$ cat config.mk
export PLATFORM = sky130hd
export DESIGN_NAME = wram_indirect_ctrl
export DESIGN_NICKNAME = d
export VERILOG_FILES = /design/src/rtl/wri_pkg.sv /design/src/rtl/wri_ram.sv /design/src/rtl/wri_seq.sv /design/src/rtl/wri_regs.sv /design/src/rtl/wram_indirect_ctrl.sv
export SDC_FILE = /design/constraint.sdc
export NUM_CORES = 2
export LEC_CHECK = 0
export BUFFER_PORTS_ARGS = -buffer_cell sky130_fd_sc_hd__buf_2
export CAP_MARGIN = 20
export CORE_ASPECT_RATIO = 1.5
export CORE_MARGIN = 2
export CORE_UTILIZATION = 42
export CTS_CLUSTER_SIZE = 12
export DETAILED_ROUTE_END_ITERATION = 10
export GPL_TIMING_DRIVEN = 0
export PLACE_DENSITY_LB_ADDON = 0.1
export SYNTH_ARGS = -nofsm -noshare
export SYNTH_HDL_FRONTEND = slang
export SYNTH_HIERARCHICAL = 1
export SYNTH_SLANG_ARGS = --single-unit
$ cat constraint.sdc
create_clock -name clk -period 10.55 [get_ports clk]
set_input_delay 0.5275 -clock clk [delete_from_list [all_inputs] [get_ports clk]]
set_output_delay 0.5275 -clock clk [all_outputs]
set_load 0.05 [all_outputs]
$ cat src/rtl/wri_pkg.sv
// Shared types for the indirect wide-RAM controller.
// Assumes: opcode encoding is fixed by the command register layout.
package wri_pkg;
    typedef enum logic [1:0] {
        OP_NONE  = 2'b00,
        OP_READ  = 2'b01,
        OP_WRITE = 2'b10,
        OP_RMW   = 2'b11
    } op_e;

    typedef enum logic [1:0] {
        ST_IDLE,
        ST_RDREQ,
        ST_RDCAP,
        ST_WRITE
    } st_e;
endpackage

$ cat src/rtl/wri_ram.sv
// Single-port storage for wide words with one cycle of read latency.
// Assumes: read and write are never requested in the same cycle; contents are not reset.
module wri_ram #(
    parameter int DATA_W = 133,
    parameter int ADDR_W = 4
) (
    input  logic              clk,
    input  logic              rst_n,
    input  logic              re,
    input  logic              we,
    input  logic [ADDR_W-1:0] addr,
    input  logic [DATA_W-1:0] din,
    output logic [DATA_W-1:0] dout
);
    localparam int DEPTH = 1 << ADDR_W;

    logic [DATA_W-1:0] mem [DEPTH];

    // Store a word when a write is requested.
    always_ff @(posedge clk) begin
        if (we) mem[addr] <= din;
    end

    // Register the read word one cycle after the request.
    always_ff @(posedge clk) begin
        if (!rst_n)  dout <= '0;
        else if (re) dout <= mem[addr];
    end
endmodule

$ cat src/rtl/wri_seq.sv
// Operation sequencer: accepts a command when idle and drives RAM strobes.
// Read and read-modify-write take a request cycle then a capture cycle;
// write takes one cycle. Commands arriving while busy are dropped.
module wri_seq #(
    parameter int ADDR_W = 4
) (
    input  logic              clk,
    input  logic              rst_n,
    input  logic              trig_wr,
    input  logic [1:0]        trig_op,
    input  logic [ADDR_W-1:0] trig_addr,
    output logic              busy,
    output logic              ram_re,
    output logic              ram_we,
    output logic [ADDR_W-1:0] ram_addr,
    output logic              wr_xor,
    output logic              load_content
);
    import wri_pkg::*;

    st_e               state;
    op_e               op_q;
    logic [ADDR_W-1:0] addr_q;
    op_e               op_in;

    assign op_in = op_e'(trig_op);

    // Advance the operation state and latch a command accepted when idle.
    always_ff @(posedge clk) begin
        if (!rst_n) begin
            state  <= ST_IDLE;
            op_q   <= OP_NONE;
            addr_q <= '0;
        end else begin
            case (state)
                ST_IDLE: if (trig_wr && op_in != OP_NONE) begin
                    op_q   <= op_in;
                    addr_q <= trig_addr;
                    state  <= (op_in == OP_WRITE) ? ST_WRITE : ST_RDREQ;
                end
                ST_RDREQ: state <= ST_RDCAP;
                default:  state <= ST_IDLE;
            endcase
        end
    end

    // Decode RAM strobes and bank controls from the current state.
    always_comb begin
        busy         = (state != ST_IDLE);
        ram_re       = (state == ST_RDREQ);
        ram_we       = (state == ST_WRITE) || (state == ST_RDCAP && op_q == OP_RMW);
        wr_xor       = (state == ST_RDCAP);
        load_content = (state == ST_RDCAP) && (op_q == OP_READ);
        ram_addr     = addr_q;
    end

    AST_BUSY_BOUNDED: assert property (@(posedge clk) disable iff (!rst_n)
        busy && $past(busy) |=> !busy);
    AST_WRITE_ONE_CYCLE: assert property (@(posedge clk) disable iff (!rst_n)
        ram_we && !wr_xor |=> !busy);
    AST_TRIG_WHILE_BUSY: assert property (@(posedge clk) disable iff (!rst_n)
        busy && trig_wr |=> $stable(addr_q) && $stable(op_q));
endmodule

$ cat src/rtl/wri_regs.sv
// Staging bank: NREG bus-wide registers holding one RAM word, plus read mux.
// Assumes: acc_ok already combines the security qualifiers; load_en only
// occurs while busy, so it never collides with an accepted bus write.
module wri_regs #(
    parameter int DATA_W = 133,
    parameter int BUS_W  = 64,
    parameter int IDX_W  = 3,
    parameter int NREG   = (DATA_W + BUS_W - 1) / BUS_W
) (
    input  logic              clk,
    input  logic              rst_n,
    input  logic              acc_ok,
    input  logic              wr_en,
    input  logic              rd_en,
    input  logic [IDX_W-1:0]  idx,
    input  logic [BUS_W-1:0]  wdata,
    input  logic              busy,
    input  logic              load_en,
    input  logic [DATA_W-1:0] load_data,
    output logic [DATA_W-1:0] content,
    output logic [BUS_W-1:0]  rd_word
);
    localparam int PAD_W = NREG * BUS_W;
    localparam logic [PAD_W-1:0] VALID = PAD_W'({DATA_W{1'b1}});

    logic [PAD_W-1:0] pad;
    logic [PAD_W-1:0] load_pad;

    assign load_pad = PAD_W'(load_data);
    assign content  = pad[DATA_W-1:0];

    for (genvar k = 0; k < NREG; k++) begin : g_reg
        // Load slice k from the RAM or from an accepted, idle bus write.
        always_ff @(posedge clk) begin
            if (!rst_n)
                pad[k*BUS_W +: BUS_W] <= '0;
            else if (load_en)
                pad[k*BUS_W +: BUS_W] <= load_pad[k*BUS_W +: BUS_W];
            else if (wr_en && acc_ok && !busy && idx == IDX_W'(k))
                pad[k*BUS_W +: BUS_W] <= wdata & VALID[k*BUS_W +: BUS_W];
        end
    end

    // Return the selected slice to an allowed reader, zero otherwise.
    always_comb begin
        rd_word = '0;
        if (rd_en && acc_ok && idx < IDX_W'(NREG))
            rd_word = pad[32'(idx) * BUS_W +: BUS_W];
    end

    if (PAD_W > DATA_W) begin : g_chk_pad
        AST_UNUSED_ZERO: assert property (@(posedge clk) disable iff (!rst_n)
            pad[PAD_W-1:DATA_W] == '0);
    end
    AST_HOLD_WHEN_BUSY: assert property (@(posedge clk) disable iff (!rst_n)
        busy && !load_en |=> $stable(pad));
    AST_SECURE_WRITE: assert property (@(posedge clk) disable iff (!rst_n)
        wr_en && !acc_ok && !load_en |=> $stable(pad));
endmodule

$ cat src/rtl/wram_indirect_ctrl.sv
// Top: register decode, staging bank, sequencer and wide RAM.
// Index 0..NREG-1 are staging registers, index 2**IDX_W-1 is the command
// register. Command fields: opcode in bits 1:0, RAM address from bit 8.
module wram_indirect_ctrl #(
    parameter int DATA_W = 133,
    parameter int ADDR_W = 4,
    parameter int BUS_W  = 64,
    parameter int IDX_W  = 3
) (
    input  logic             clk,
    input  logic             rst_n,
    input  logic             bus_req,
    input  logic             bus_we,
    input  logic [IDX_W-1:0] bus_idx,
    input  logic [BUS_W-1:0] bus_wdata,
    input  logic             bus_secure,
    input  logic             bus_priv,
    output logic [BUS_W-1:0] bus_rdata
);
    localparam int NREG     = (DATA_W + BUS_W - 1) / BUS_W;
    localparam int CMD_IDX  = (1 << IDX_W) - 1;
    localparam int ADDR_LSB = 8;
    localparam int BUSY_BIT = 31;

    logic              acc_ok, wr_en, rd_en, trig_wr;
    logic              busy, ram_re, ram_we, wr_xor, load_content;
    logic [ADDR_W-1:0] ram_addr;
    logic [DATA_W-1:0] ram_din, ram_dout, content;
    logic [BUS_W-1:0]  reg_word;

    assign acc_ok  = bus_secure && bus_priv;
    assign wr_en   = bus_req && bus_we;
    assign rd_en   = bus_req && !bus_we;
    assign trig_wr = wr_en && (bus_idx == IDX_W'(CMD_IDX));
    assign ram_din = wr_xor ? (ram_dout ^ content) : content;

    // Select read data: busy flag for the command index, else the bank slice.
    always_comb begin
        if (rd_en && bus_idx == IDX_W'(CMD_IDX))
            bus_rdata = BUS_W'(busy) << BUSY_BIT;
        else
            bus_rdata = reg_word;
    end

    wri_regs #(.DATA_W(DATA_W), .BUS_W(BUS_W), .IDX_W(IDX_W), .NREG(NREG)) u_regs (
        .clk(clk), .rst_n(rst_n), .acc_ok(acc_ok), .wr_en(wr_en), .rd_en(rd_en),
        .idx(bus_idx), .wdata(bus_wdata), .busy(busy), .load_en(load_content),
        .load_data(ram_dout), .content(content), .rd_word(reg_word)
    );

    wri_seq #(.ADDR_W(ADDR_W)) u_seq (
        .clk(clk), .rst_n(rst_n), .trig_wr(trig_wr), .trig_op(bus_wdata[1:0]),
        .trig_addr(bus_wdata[ADDR_LSB +: ADDR_W]), .busy(busy), .ram_re(ram_re),
        .ram_we(ram_we), .ram_addr(ram_addr), .wr_xor(wr_xor),
        .load_content(load_content)
    );

    wri_ram #(.DATA_W(DATA_W), .ADDR_W(ADDR_W)) u_ram (
        .clk(clk), .rst_n(rst_n), .re(ram_re), .we(ram_we), .addr(ram_addr),
        .din(ram_din), .dout(ram_dout)
    );

    AST_READ_CAPTURE: assert property (@(posedge clk) disable iff (!rst_n)
        load_content |=> content == $past(ram_dout));
    AST_RAM_IDLE_QUIET: assert property (@(posedge clk) disable iff (!rst_n)
        !busy |-> !ram_we && !ram_re);
endmodule

==> results_dict.tcl <==
set metrics [dict create \
    tns_ns 0 \
    io_pins 137 \
    clkLatencyLatePin_ns 0.90 \
    dominantRegCellSynth "edfxtp_1" \
    antenna_found_initial 27 \
    synth_cells 5824 \
    ys_warn_count 6 \
    clk_pin_slew_worst_paths_ns 0.07 \
    overflow 0 \
    final_common_cell "edfxtp_1" \
    grt_max_degree 28 \
    hpwl_um 239800 \
    worstHoldPathCells 3 \
    yosysUniqueCellTypes 47 \
    fin_skew_ns 0.03204 \
    worstMarginPinSlew_ns 1.171 \
    timing.fmax_ghz 0.2175 \
    arrival_ns 5.31 \
    required_ns 11.26 \
    fin_nets 6540 \
    drive_gt1_share_pct 15.74 \
    ys_seq_area_share_pct 73.04 \
    start_kind "flop" \
    setup.worst_path.class "flop to flop" \
    finalMaxSlewViolations 0 \
    fin_crit_ns 4.598 \
    synth.avg_cell_area_um2 16.31 \
    layout_common_cells "edfxtp_1, mux2i_1, clkbuf_1" \
    outcome "finished clean" \
    ff2ff_path_depth 6 \
    grt_pass1_vias 56016 \
    finalHoldViolations 0 \
    drt-initial-drc-count 6586 \
    clock-sinks 2402 \
    core.rowCount 213 \
    holdWs_ns 0.05590 \
    synth_edf_count 2128 \
    ys_async_sr_fraction_pct 0 \
    start_util_pct 42.29 \
    htreeDepth 4 \
    max_cap_violations 0 \
    power_frac_seq_pct 55.5 \
    grt_pass1_wl_um 457100 \
    drt-pass1-iter-count 6 \
    routed-via-count 57583 \
    p_per_area_mw_per_mm2 166.6 \
    netlist_area_mm2 0.09500 \
    setup_viol 0 \
    drt.antenna.violating_nets 0 \
    worstHoldPathType "input pin to flop" \
    maxSlewHeadroom_pct 21.91 \
    swShare_pct 20.46 \
    reg2reg_slack_ns 5.95 \
    switching_power_w 0.003764 \
    die_h_um 586.5 \
    crit_path_max_fanout 10 \
    gp_congestion 0.9535 \
    synth_seq_cells 2402 \
    internal_power_w 0.01464 \
    fp.dieW_um 392.3 \
    cts_resized 0 \
    avgViaCountPerCell 5.951 \
    pwr-share-comb_pct 1.7 \
    root_buffer "clkbuf_16" \
    pwr-share-clk_pct 42.8 \
    power.leakage_nw 37.84 \
    grt.total_usage_pct 29.08 \
    cts_buffers 235 \
    finalWirelength_um 338800 \
    clock_path_buffers 4 \
    cts_tree "yes" \
    io_buffers 136 \
    peakVddDrop_uv 132.8 \
    wl_per_cell_um 35.01 \
    design.die.area_mm2 0.2301 \
    end_kind "flop" \
    core_area_mm2 0.2247 \
    area_growth_pct 16.30 \
    drc 0 \
    rsz0062_at_grt "no" \
    syn_nets 5897 \
    fin_crit_sh_pct 43.59 \
]
## synthesized netlist by cell type, types with 12 or more instances
master / n / area share [%]
a221oi_1: 80 / 0.74
buf_1: 17 / 0.067
nor2_1: 211 / 0.83
o21ai_0: 321 / 1.7
nand2_1: 199 / 0.79
buf_4: 75 / 0.59
a31oi_1: 203 / 1.3
dfxtp_1: 274 / 5.8
nand3_1: 56 / 0.30
clkbuf_1: 184 / 0.73
mux2i_1: 866 / 9.1
edfxtp_1: 2128 / 67
mux4_2: 133 / 3.2
a2bb2oi_1: 53 / 0.49
o22ai_1: 266 / 1.8
a21oi_1: 134 / 0.71
xnor2_1: 133 / 1.2
buf_6: 34 / 0.40
nor2b_1: 69 / 0.45
a41oi_1: 64 / 0.59
clkbuf_4: 12 / 0.095
buf_2: 96 / 0.51
o21ai_1: 158 / 0.83
## critical path, stage by stage (launching register included)
cell      delay (ns)
dfxtp_1         0.45
and2b_1         0.71
buf_2           0.63
buf_2           0.78
clkbuf_1        0.83
clkbuf_1        0.80
a31oi_1         0.18
## power by group through the flow
stage / sequential (W) / clock (W) / combinational (W)
final: 0.0102 / 0.00787 / 0.000307
after detailed placement: 0.0104 / 0 / 0.000283
after floorplan: 0.0104 / 0 / 0.000134
after global placement: 0.0104 / 0 / 0.000279
after global routing: 0.0102 / 0.00834 / 0.000310
after CTS: 0.0102 / 0.00800 / 0.000290
## layout make-up
| type | instances | area (µm²) |
|---|---|---|
| Multi-Input combinational cell | 2993 | 23370 |
| Inverter | 2 | 7.507 |
| Clock inverter | 14 | 111.4 |
| Timing Repair Buffer | 406 | 4594 |
| Clock buffer | 414 | 6813 |
| Fill cell | 19186 | 114200 |
| Tap cell | 3010 | 3766 |
| Sequential cell | 2402 | 69390 |
| Antenna cell | 9 | 22.52 |
| Buffer | 427 | 2421 |
## state kept, by name, indices dropped and copies added, names as in the netlist
register        cells
u_seq/ram_addr      4
u_ram/dout        133
u_seq/state         2
u_regs/content    133
u_seq/op_q          2
u_ram/mem        2128
## cells by family (layout without fill, tap and decap cells)
family | after synthesis | in the layout | synth area share, %
buf+inv | 429 | 1263 | 2.546
compound gates | 1287 | 1287 | 8.204
simple gates | 573 | 573 | 2.700
other cells | 0 | 9 | 0
xor+xnor | 133 | 133 | 1.226
flops | 2402 | 2402 | 73.04
mux | 1000 | 1000 | 12.29
## routing by layer
| layer | share of wire (%) | global-route usage (%) | vias up |
|---|---|---|---|
| met4 | 6.8 | 16.87 | 24 |
| li1 | - | - | 24323 |
| met5 | 0.046 | 0 | - |
| met3 | 8.4 | 6.399 | 669 |
| met1 | 38 | 36.50 | 29968 |
| met2 | 47 | 46.41 | 2599 |
## path summary, 6_finish.rpt
check	from	to
max reg2reg	u_seq/state[0]	u_ram/dout[36]
min	bus_wdata[54]	u_regs/content[54]
min reg2reg	u_seq/ram_addr[2]	u_seq/ram_addr[2]
max	u_seq/state[0]	u_ram/dout[36]
## through the flow
stage	total power (W)	setup slack (ns)	std cells	util (%)	cell area, µm²
after floorplan	0.01055	3.108	5824	-	95000
after detailed placement	0.01071	6.057	9130	45.69	102700
after global routing	0.01886	5.935	9669	49.17	110500
final	0.01840	5.952	9677	49.18	110500
after CTS	0.01851	6.055	9576	48.85	109800
after global placement	0.01071	-6.882	8970	44.27	99450
## repair_timing
| item | 4_1_cts | 5_1_grt |
|---|---|---|
| buffers inserted | 0 | 0 |
| hold buffers | 18 | 0 |
| hold endpoints to repair | 21 | 0 |
Power figures use the tool's default switching activity.
